## src/rtl/burst_col_gen.sv

```systemverilog
module burst_col_gen #(
  parameter int COL_W = 8
) (
  input  logic             clk,
  input  logic             rst_n,
  input  logic             cke,
  input  logic             rd_start,
  input  logic [COL_W-1:0] start_col,
  input  logic [2:0]       bl_code,
  input  logic             interleave,
  input  logic             term,
  output logic [COL_W-1:0] col_out,
  output logic             col_valid,
  output logic             busy,
  output logic             last,
  output logic             mode_err
);
  localparam logic [COL_W-1:0] ALL1 = {COL_W{1'b1}};
  localparam logic [COL_W-1:0] ZERO = '0;

  logic [COL_W-1:0] base_q, cnt_q, mask_q, offs, ord;
  logic             il_q, full_q, busy_q, err_q;
  logic             legal_in;

  function automatic logic [COL_W-1:0] mask_of(input logic [2:0] c);
    case (c)
      3'd1:    mask_of = ZERO | 1;
      3'd2:    mask_of = ZERO | 3;
      3'd3:    mask_of = ZERO | 7;
      3'd7:    mask_of = ALL1;
      default: mask_of = ZERO;
    endcase
  endfunction

  assign legal_in = (bl_code <= 3'd3) || (bl_code == 3'd7 && !interleave);

  always_ff @(posedge clk) begin
    if (!rst_n) begin
      base_q <= '0;
      cnt_q  <= '0;
      mask_q <= '0;
      il_q   <= 1'b0;
      full_q <= 1'b0;
      busy_q <= 1'b0;
      err_q  <= 1'b0;
    end else if (cke) begin
      if (rd_start) begin
        base_q <= start_col;
        cnt_q  <= '0;
        mask_q <= mask_of(bl_code);
        il_q   <= interleave;
        full_q <= (bl_code == 3'd7);
        busy_q <= legal_in;
        err_q  <= !legal_in;
      end else if (term) begin
        busy_q <= 1'b0;
      end else if (busy_q) begin
        if (last) busy_q <= 1'b0;
        else      cnt_q  <= cnt_q + 1'b1;
      end
    end
  end

  assign offs      = base_q & mask_q;
  assign ord       = il_q ? (offs ^ cnt_q) : ((offs + cnt_q) & mask_q);
  assign col_out   = (base_q & ~mask_q) | (ord & mask_q);
  assign busy      = busy_q;
  assign col_valid = busy_q;
  assign last      = busy_q && !full_q && (cnt_q == mask_q);
  assign mode_err  = err_q;

  // frozen while the clock enable is low
  p_hold_r10: assert property (@(posedge clk) disable iff (!rst_n)
    !cke |=> $stable(col_out) && $stable(busy) && $stable(mode_err));

  // terminate ends the burst
  p_term_r9: assert property (@(posedge clk) disable iff (!rst_n)
    cke && term && !rd_start |=> !busy);

  // restart presents the new start column
  p_restart_r8: assert property (@(posedge clk) disable iff (!rst_n)
    cke && rd_start && ((bl_code <= 3'd3) || (bl_code == 3'd7 && !interleave))
    |=> busy && col_out == $past(start_col));

  // illegal modes never start a burst
  p_err_r11: assert property (@(posedge clk) disable iff (!rst_n)
    cke && rd_start && ((bl_code > 3'd3 && bl_code != 3'd7) || (bl_code == 3'd7 && interleave))
    |=> !busy && mode_err);

  // upper bits fixed during a running burst
  p_block_r3: assert property (@(posedge clk) disable iff (!rst_n)
    cke && busy && !rd_start && !term && !last
    |=> busy && ((col_out & ~mask_q) == ($past(col_out) & ~$past(mask_q))));

  // sequential step by one inside the block
  p_seq_r4: assert property (@(posedge clk) disable iff (!rst_n)
    cke && busy && !rd_start && !term && !last && !il_q
    |=> ((($past(col_out) + 1'b1) & $past(mask_q)) == (col_out & $past(mask_q))));

  // last only within a burst
  p_last_r12: assert property (@(posedge clk) disable iff (!rst_n)
    last |-> busy && col_valid);
endmodule

```

## config.mk

```make
export PLATFORM = sky130hd
export DESIGN_NAME = burst_col_gen
export DESIGN_NICKNAME = d
export VERILOG_FILES = /design/src/rtl/burst_col_gen.sv
export SDC_FILE = /design/constraint.sdc
export NUM_CORES = 1
export LEC_CHECK = 0
export BUFFER_PORTS_ARGS = -buffer_cell sky130_fd_sc_hd__buf_2
export CORE_MARGIN = 8
export CORE_UTILIZATION = 50
export CTS_CLUSTER_DIAMETER = 200
export DETAILED_ROUTE_END_ITERATION = 12
export PLACE_DENSITY = 0.76
export SLEW_MARGIN = 30
export SYNTH_ARGS = -nofsm -noshare
export SYNTH_HDL_FRONTEND = slang
export SYNTH_SLANG_ARGS = --single-unit
```

## constraint.sdc

```tcl
create_clock -name clk -period 2.1 [get_ports clk]
set_input_delay 0 -clock clk [delete_from_list [all_inputs] [get_ports clk]]
set_output_delay 0 -clock clk [all_outputs]
set_load 0.05 [all_outputs]
```

==> flow_summary.json, run 1 <==
{
  "worst_slack_ns": -0.357,
  "synth-edff-count": 0,
  "die_y_um": 72.1,
  "worstSkewPairLatency_ns": 0.31,
  "setup_violations": 4,
  "clockBufferDepth": 2,
  "finalPower_w": 0.000890,
  "rr_worst_depth": 6,
  "layout.nets": 282,
  "setup.worst_path.start_class": "flop",
  "synthToLayoutAreaGrowth_pct": 43.2,
  "ys_async_sr_fraction_pct": 0,
  "ys_types": 45,
  "end_kind": "primary output",
  "power.switching_w": 0.000284,
  "worstMarginPinSlew_ns": 0.457,
  "reg2reg_to": "cnt_q[6]",
  "grt_pass1_wl_um": 7960,
  "cp_slowest_stage_delay_ns": 0.37,
  "mappedNetlistNets": 221,
  "grt_pass1_vias": 1789,
  "cp_top_family": "compound AO/OA/AOI/OAI gates",
  "rsz0062_at_grt": "true",
  "yosys.area.top_type": "dfxtp_1",
  "post_synth.cell_area_avg_sq_um": 8.07,
  "grt_max_degree": 25,
  "coreArea_sq_mm": 0.00303,
  "final_util_pct": 74.5,
  "synth_flop_cell": "dfxtp_1",
  "vias_per_cell": 5.71,
  "numCtsBuffers": 3,
  "synth_top_area_share_pct": 29.3,
  "fmax_ghz": 0.407,
  "critPathKind": "reg -> out",
  "clkPwrFrac_pct": 24.5,
  "maxCapViolCount": 0,
  "drcViolationCount": 0,
  "grt_use_total_pct": 18.5,
  "synthAdderAreaFrac_pct": 7.63,
  "cp_max_fo": 3,
  "wl_per_cell_um": 15.7,
  "p_int_w": 0.000606,
  "synth_seq_cells": 23,
  "cts-root-buf": "clkbuf_4",
  "combPwrFrac_pct": 23.7,
  "p_leak_nw": 0.937,
  "cts.clk_slew.worst_paths_ns": 0.14,
  "diodes": 0,
  "dieArea_sq_mm": 0.00520,
  "cts_tree": "built",
  "cp_cell_sequence": "and2_4, ha_4, a21o_1, a2111oi_4, buf_4, nor4b_4, a211oi_2, xnor2_4, buf_6",
  "dp_cells": 281,
  "ir_drop_uv": 355,
  "whs_endpoint": "mode_err",
  "p_per_area_mw_per_mm2": 395,
  "layout-drive-gt1-share_pct": 36.5,
  "synth_common_cells": "nand2_1 (31), dfxtp_1 (23), nor2_1 (12), a21boi_0 (11), a21oi_1 (11)",
  "die_w_um": 72.1,
  "path_buf_inv": 2,
  "status": "finished, violations left",
  "clkSinkCount": 23,
  "drtAntennaViolNets": 0,
  "min_path_type": "in -> reg",
  "dp_hpwl_um": 3110,
  "post-synth-top-count-cell": "nand2_1",
  "synth_compound_area_share_pct": 24.8,
  "violations": "negative setup slack",
  "worstHoldPathCells": 3,
  "sequentialPowerShare_pct": 51.8,
  "yosys_warnings": 0,
  "vias": 1706,
  "wl_um": 4690,
  "port_buffers": 28,
  "synth_xor_area_share_pct": 4.45,
  "r2r_start": "full_q",
  "io_pins": 29,
  "yosysSeqAreaShare_pct": 29.3,
  "slowest_stage": "a2111oi_4",
  "drtIter0Drc": 116,
  "swShare_pct": 31.9,
  "synth_area_sq_mm": 0.00157,
  "fin_tns_setup_ns": -0.711,
  "final_hold_viol_count": 0,
  "reg2reg_slack_ns": 0.22,
  "grt_overflow": 0,
  "cts.htree.levels": 1,
  "netlist_top_cells_area": "dfxtp_1 (29%), nand2_1 (7.4%), ha_1 (6.4%)",
  "slew_headroom_pct": 69.3,
  "row_count": 20,
  "min_from": "bl_code[2]",
  "whs_ns": 0.00654,
  "synthSimpleGateAreaFrac_pct": 28.0,
  "antenna_found_initial": 0,
  "min_period_ns": 2.46,
  "drt_first_pass_iters": 4,
  "cp.arrival_ns": 2.46,
  "finalClockSkew_ns": 0.00287,
  "required_ns": 2.10,
  "final_cells": 299,
  "period_share_pct": 117,
  "start_util_pct": 52.0,
  "synth_top_family_by_area": "simple AND/OR/NAND/NOR gates",
  "synthCells": 195,
  "synthMuxAreaShare_pct": 2.62,
  "gp_congestion": 0.820,
  "drv_slew": 0
}
## metal layers
metal / routed length (um) / share of wire (%) / global-route usage (%) / vias up
li1: - / - / - / 816
met1: 1990 / 42 / 20.2 / 820
met2: 2370 / 51 / 33.5 / 58
met3: 221 / 4.7 / 3.17 / 12
met4: 111 / 2.4 / 8.62 / 0
met5: 0 / 0 / 0 / -
## cell type report
type                       instances  area [sq um]
clock buffer                       3          22.5
inverter                           2          7.51
sequential                        23           468
timing repair buffer              66           483
fill                             230           773
clock inverter                     1          5.00
tap                               44          55.1
multi-input combinational        160          1210
## registers in the layout (all words and copies together), names as in the netlist
name	cells
base_q	8
busy	1
cnt_q	8
full_q	1
il_q	1
mask_q	3
mode_err	1
## power by group through the flow
stage / logic, W / registers [W] / clock network, W
final: 0.000211 / 0.000461 / 0.000218
after global routing: 0.000226 / 0.000462 / 0.000238
after CTS: 0.000206 / 0.000460 / 0.000222
after detailed placement: 0.000182 / 0.000468 / 0
after global placement: 0.000177 / 0.000467 / 0
after floorplan: 0.000117 / 0.000475 / 0
## cells by family (layout without fill, tap and decap cells)
family / count (synthesis) / count (layout)
muxes: 4 / 4
adders and majority gates: 9 / 9
DFF: 23 / 23
xor gates and xnor gates: 8 / 8
buffers and inverters: 12 / 72
and+or+nand+nor: 86 / 86
AOI/OAI and AO/OA: 53 / 53
## stage by stage
stage / setup slack [ns] / instance area, sq um
5_1_grt: -0.467 / 2250
4_1_cts: -0.366 / 2230
6_report: -0.357 / 2250
3_3_place_gp: -0.192 / 1990
2_1_floorplan: -0.129 / 1680
3_5_place_dp: -0.236 / 1990
## layout by cell type (no fill, tap or decap), types with 2 or more instances in the layout
cell           count
buf_2             22
nor3b_1            2
dlygate4sd3_1     11
inv_1              2
ha_1               3
dfxtp_1           17
and2_4             5
or4_1              2
a21o_1             2
o21ai_0            6
nand2_1           31
ha_4               5
nand3_1           10
nor2_1            12
nand2b_1           2
buf_6              4
o2111ai_1          3
a21oi_1            7
and2_1             4
or2_2              2
o21bai_1           2
clkbuf_4           3
mux2i_1            3
nor2b_1            5
a21oi_2            3
o211ai_1           4
o21a_1             3
a21boi_0          11
and3_4             2
buf_4             29
dfxtp_2            6
xnor2_1            6
## worst reg2reg max path, stage by stage (launching register included)
cell	delay [ns]
dfxtp_2	0.36
buf_4	0.18
nor4b_1	0.32
nand2_1	0.18
o21a_1	0.29
o2111ai_1	0.28
mux2i_1	0.21
## worst max path at each step
stage	startpoint	endpoint	slack (ns)	cells past startpoint
final	base_q[1]	col_out[7]	-0.36	9
after global routing	full_q	col_out[7]	-0.47	9
after CTS	full_q	col_out[7]	-0.37	9
after detailed placement	base_q[1]	col_out[7]	-0.24	8
after global placement	base_q[1]	col_out[7]	-0.19	8
after floorplan	full_q	col_out[7]	-0.13	9
## repair_timing
item,in CTS,in global routing
gates resized for setup,20,8
hold buffers,11,0
setup buffers,3,0
pin swaps,17,0
endpoints found under the setup margin,5,6
hold endpoints to repair,11,0
(Power assumes the default switching activity.)
==> inputs of run 2 (changes only) <==
--- a/config.mk
+++ b/config.mk
@@ -10,7 +10,7 @@
 export CORE_UTILIZATION = 50
 export CTS_CLUSTER_DIAMETER = 200
 export DETAILED_ROUTE_END_ITERATION = 12
-export PLACE_DENSITY = 0.76
+export PLACE_DENSITY = 0.86
 export SLEW_MARGIN = 30
 export SYNTH_ARGS = -nofsm -noshare
 export SYNTH_HDL_FRONTEND = slang
==> run 2 against run 1 <==
- the run still ends with negative setup slack left
- sequential share of layout area fell by 0.73 points
- final cell count grew 2.0%
- critical path depth shrank 1
- first-iteration DRC count fell by 14%
- die area stayed put
- routed wire length rose by 2.5%
- highest routed layer unchanged
- sequential power about the same
- clock skew increased by 0.0065 ns
==> flow_summary.json, run 2 (synthesized netlist as in run 1, its figures left out) <==
{
  "port_buffers": 28,
  "slew_headroom_pct": 68.1,
  "wl_per_cell_um": 15.8,
  "p_leak_nw": 0.970,
  "clockBufferDepth": 2,
  "min_period_ns": 2.42,
  "min_path_type": "in -> reg",
  "cp_cell_sequence": "and2_4, ha_4, a21o_1, a2111oi_4, nor4b_4, a211oi_4, xnor2_4, buf_6",
  "synthToLayoutAreaGrowth_pct": 48.1,
  "maxCapViolCount": 0,
  "violations": "negative setup slack",
  "grt_use_total_pct": 17.9,
  "grt_overflow": 0,
  "nFillCells": 186,
  "dp_cells": 285,
  "wl_um": 4810,
  "io_pins": 29,
  "layout-drive-gt1-share_pct": 39.5,
  "worstHoldPathCells": 3,
  "ir_drop_uv": 339,
  "grt_pass1_wl_um": 7480,
  "finalClockSkew_ns": 0.00939,
  "final_cells": 305,
  "cp_max_fo": 3,
  "status": "finished, violations left",
  "clkSinkCount": 23,
  "cts_tree": "built",
  "diodes": 0,
  "grt_pass1_vias": 1638,
  "reg2reg_slack_ns": 0.10,
  "die_y_um": 72.1,
  "final_hold_viol_count": 0,
  "seq_area_sq_um": 467,
  "required_ns": 2.10,
  "drv_slew": 0,
  "worstSkewPairLatency_ns": 0.32,
  "end_kind": "primary output",
  "drcViolationCount": 0,
  "worst_slack_ns": -0.322,
  "cts-root-buf": "clkbuf_4",
  "rsz0062_at_grt": "true",
  "vias_per_cell": 5.55,
  "period_share_pct": 115,
  "drtAntennaViolNets": 0,
  "cp.arrival_ns": 2.42,
  "final_cell_mix": "buf_4 (35), nand2_1 (31), buf_2 (21)",
  "startpoint": "base_q[1]",
  "r2r_start": "full_q",
  "fmax_ghz": 0.413,
  "final_common_cell": "buf_4",
  "reg2reg_to": "cnt_q[6]",
  "cts.clk_slew.worst_paths_ns": 0.14,
  "start_util_pct": 52.0,
  "critPathKind": "reg -> out",
  "rr_worst_depth": 7,
  "p_per_area_mw_per_mm2": 384,
  "die_w_um": 72.1,
  "setup_violations": 4,
  "cp_slowest_stage_delay_ns": 0.40,
  "slowest_stage": "a2111oi_4",
  "row_count": 20,
  "drt_first_pass_iters": 4,
  "antenna_found_initial": 0,
  "drtIter0Drc": 100,
  "finalPower_w": 0.000894,
  "dp_hpwl_um": 3090,
  "multiInputGateArea_sq_mm": 0.00124,
  "gp_congestion": 0.855,
  "vias": 1693,
  "pre_cts_slack_ns": -0.210,
  "grt_max_degree": 24,
  "cts.htree.levels": 1,
  "dieArea_sq_mm": 0.00520,
  "setup.worst_path.start_class": "flop",
  "layout.nets": 288,
  "crit_end": "col_out[7]",
  "coreArea_sq_mm": 0.00303,
  "worstMarginPinSlew_ns": 0.475,
  "fin_tns_setup_ns": -1.17,
  "reg_top3": "base_q (8), cnt_q (8), mask_q (3)",
  "numCtsBuffers": 3
}
run 2: changes by cell type in the layout (fill, tap and decap cells not counted), sizes merged:
cell | previous run | this run
buf | 55 | 60
clkbuf | 3 | 5
clkinv | 1 | 0
run 2: repair_timing:
action / CTS / global route
setup endpoints to repair: 5 / 8
gates resized for setup: 23 / 12
hold buffers: 11 / 0
setup buffers: 2 / 3
hold endpoints to repair: 11 / 0
pin swaps: 16 / 12
run 2: final cells by class:
type / count / share of cell area, %
timing repair buffer: 72 / 22.8
clock buffer: 4 / 1.13
inverter: 2 / 0.322
tap: 44 / 2.36
multi-input combinational: 160 / 53.4
sequential: 23 / 20.0
run 2: worst min-delay path by stage:
stage	from	endpoint
2_1_floorplan	start_col[0]	base_q[0]
3_3_place_gp	start_col[6]	base_q[6]
3_5_place_dp	start_col[4]	base_q[4]
4_1_cts	bl_code[2]	mode_err
5_1_grt	bl_code[2]	mode_err
6_report	bl_code[2]	mode_err
run 2: power by group:
part           switching, W  total (W)  leakage (nW)  internal [W]
Combinational      0.000128   0.000215         0.766     0.0000873
Sequential       0.00000998   0.000460         0.189      0.000450
Clock              0.000145   0.000219        0.0150     0.0000744
Total              0.000282   0.000894         0.970      0.000612
run 2: stage by stage:
step           util (%)  instance area, sq um  hold slack (ns)
6_report           77.0                  2330           0.0142
2_1_floorplan         -                  1680            0.145
3_3_place_gp       66.8                  2020            0.252
4_1_cts            74.8                  2270           0.0176
3_5_place_dp       66.8                  2020            0.258
5_1_grt            77.0                  2330           0.0267
run 2: worst max-delay path: cells and delay by family (launching register included):
family                     cells  cell delay, ns
buffers and inverters          1            0.17
adders and majority gates      1            0.23
xor gates and xnor gates       1            0.13
DFF                            1            0.35
and+or+nand+nor                2            0.49
AOI/OAI and AO/OA              3            0.72
run 2: metal layers:
metal	routed length (um)	vias up	GRT usage [%]
li1	-	825	-
met1	1970	803	19.6
met2	2520	54	31.7
met3	218	11	3.86
met4	104	0	8.84
met5	0	-	0
==> inputs of run 3 (changes only) <==
--- a/config.mk
+++ b/config.mk
@@ -6,11 +6,13 @@
 export NUM_CORES = 1
 export LEC_CHECK = 0
 export BUFFER_PORTS_ARGS = -buffer_cell sky130_fd_sc_hd__buf_2
+export CELL_PAD_IN_SITES_DETAIL_PLACEMENT = 1
+export CELL_PAD_IN_SITES_GLOBAL_PLACEMENT = 1
 export CORE_MARGIN = 8
-export CORE_UTILIZATION = 50
+export CORE_UTILIZATION = 36
 export CTS_CLUSTER_DIAMETER = 200
 export DETAILED_ROUTE_END_ITERATION = 12
-export PLACE_DENSITY = 0.86
+export PLACE_DENSITY = 0.84
 export SLEW_MARGIN = 30
 export SYNTH_ARGS = -nofsm -noshare
 export SYNTH_HDL_FRONTEND = slang
==> run 3 against run 2 <==
- the run still ends with negative setup slack left
- critical path depth unchanged
- design area up 1.6%
- sequential power hardly changed
- power up 9.6%
- first-iteration DRC count shrank 38%
- global-route usage up 0.057 points
- fmax rose by 2.0%
- final cell count is 2.6% higher
==> flow_summary.json, run 3 (synthesized netlist as in run 1, its figures left out) <==
{
  "cp.arrival_ns": 2.38,
  "die_y_um": 82.1,
  "wl_per_cell_um": 18.4,
  "grt_pass1_wl_um": 9330,
  "dieArea_sq_mm": 0.00674,
  "setup.worst_path.start_class": "flop",
  "drt_first_pass_iters": 4,
  "worstHoldPathCells": 3,
  "setup_violations": 5,
  "start_util_pct": 36.7,
  "reg2reg_slack_ns": 0.08,
  "p_int_w": 0.000669,
  "min_period_ns": 2.38,
  "final_cell_mix": "buf_4 (36), nand2_1 (31), buf_2 (22)",
  "die_w_um": 82.1,
  "r2r_start": "full_q",
  "maxCapViolCount": 0,
  "reg_top3": "base_q (8), cnt_q (8), mask_q (3)",
  "fin_tns_setup_ns": -0.876,
  "seq_area_sq_um": 469,
  "status": "finished, violations left",
  "min_path_type": "in -> reg",
  "drv_slew": 0,
  "drcViolationCount": 0,
  "cts.htree.levels": 1,
  "p_leak_nw": 0.989,
  "cp_max_fo": 3,
  "clkSinkCount": 23,
  "antenna_found_initial": 0,
  "synthToLayoutAreaGrowth_pct": 50.5,
  "cts-root-buf": "clkbuf_8",
  "row_count": 24,
  "coreArea_sq_mm": 0.00429,
  "port_buffers": 28,
  "vias": 1747,
  "final_common_cell": "buf_4",
  "slew_headroom_pct": 68.2,
  "rsz0062_at_grt": "true",
  "drtIter0Drc": 62,
  "finalPower_w": 0.000980,
  "swShare_pct": 31.8,
  "clockBufferDepth": 2,
  "whs_ns": 0.00651,
  "final_cells": 313,
  "reg2reg_to": "cnt_q[4]",
  "nFillCells": 518,
  "dp_cells": 293,
  "min_from": "bl_code[1]",
  "pre_cts_slack_ns": -0.281,
  "vias_per_cell": 5.58,
  "layout.nets": 288,
  "multiInputGateArea_sq_mm": 0.00125,
  "rr_worst_depth": 7,
  "cts_tree": "built",
  "dp_hpwl_um": 3650,
  "p_per_area_mw_per_mm2": 414,
  "numCtsBuffers": 3,
  "required_ns": 2.10,
  "end_kind": "primary output",
  "io_pins": 29,
  "worstSkewPairLatency_ns": 0.28,
  "critPathKind": "reg -> out",
  "violations": "negative setup slack",
  "sequentialPowerShare_pct": 47.0,
  "combPwrFrac_pct": 22.3,
  "cts.clk_slew.worst_paths_ns": 0.10,
  "power.switching_w": 0.000311,
  "period_share_pct": 113,
  "whs_endpoint": "mask_q[1]",
  "grt_max_degree": 24,
  "fmax_ghz": 0.421,
  "grt_overflow": 0,
  "layout-drive-gt1-share_pct": 41.8,
  "grt_use_total_pct": 18.0,
  "wl_um": 5750,
  "worstMarginPinSlew_ns": 0.474,
  "final_hold_viol_count": 0,
  "ir_drop_uv": 330,
  "clkPwrFrac_pct": 30.7,
  "drtAntennaViolNets": 0,
  "gp_congestion": 0.808,
  "worst_slack_ns": -0.276,
  "finalClockSkew_ns": 0.00882,
  "diodes": 0,
  "grt_pass1_vias": 1878
}
==> run 3: what timing repair did <==
| action | in CTS | in global routing |
|---|---|---|
| setup endpoints to repair | 5 | 9 |
| setup buffers | 6 | 2 |
| gates resized for setup | 28 | 10 |
| hold buffers | 8 | 0 |
| pin swaps | 17 | 8 |
| cloned | 0 | 0 |
| hold endpoints to repair | 8 | 0 |
==> run 3: layout make-up <==
class	instances	share of cell area, %
multi-input cells	160	52.9
repair buffers	72	22.3
flip-flops and latches	23	19.8
well taps	52	2.75
clock buffers	3	1.74
inverters	2	0.317
clock inverters	1	0.211
==> run 3: how the worst max path moves through the flow <==
stage	slack, ns	depth (start not counted)	startpoint	to
after detailed placement	-0.28	8	base_q[1]	col_out[7]
after CTS	-0.28	8	base_q[2]	col_out[7]
after global routing	-0.39	8	mask_q[1]	col_out[7]
final	-0.28	8	mask_q[1]	col_out[7]
after floorplan	-0.13	9	full_q	col_out[7]
after global placement	-0.21	8	base_q[1]	col_out[7]
==> run 3: critical path: stages, from the launching register on <==
cell and delay [ns]:
dfxtp_2 0.34, and2_4 0.17, ha_4 0.24, a21o_1 0.22
a2111oi_4 0.40, nor4b_4 0.33, a211oi_4 0.10, xnor2_4 0.14
buf_6 0.17
==> run 3: layer usage <==
metal	share of wire, %	GRT usage [%]	up-vias
met5	0	0	-
met4	2.3	8.42	0
met3	4.3	3.25	8
met2	54	33.7	41
met1	40	18.9	867
li1	-	-	831
==> run 3: power groups by stage <==
stage / sequential (W) / combinational, W / clock, W
finish: 0.000460 / 0.000219 / 0.000301
global route: 0.000462 / 0.000235 / 0.000334
CTS: 0.000460 / 0.000212 / 0.000307
detailed placement: 0.000468 / 0.000189 / 0
global placement: 0.000468 / 0.000185 / 0
floorplan: 0.000475 / 0.000117 / 0
==> run 3: through the flow <==
| step | instance area [sq um] | utilization, % |
|---|---|---|
| after floorplan | 1680 | - |
| after global placement | 2030 | 47.3 |
| after detailed placement | 2030 | 47.3 |
| after CTS | 2310 | 53.8 |
| after global routing | 2370 | 55.2 |
| final | 2370 | 55.2 |
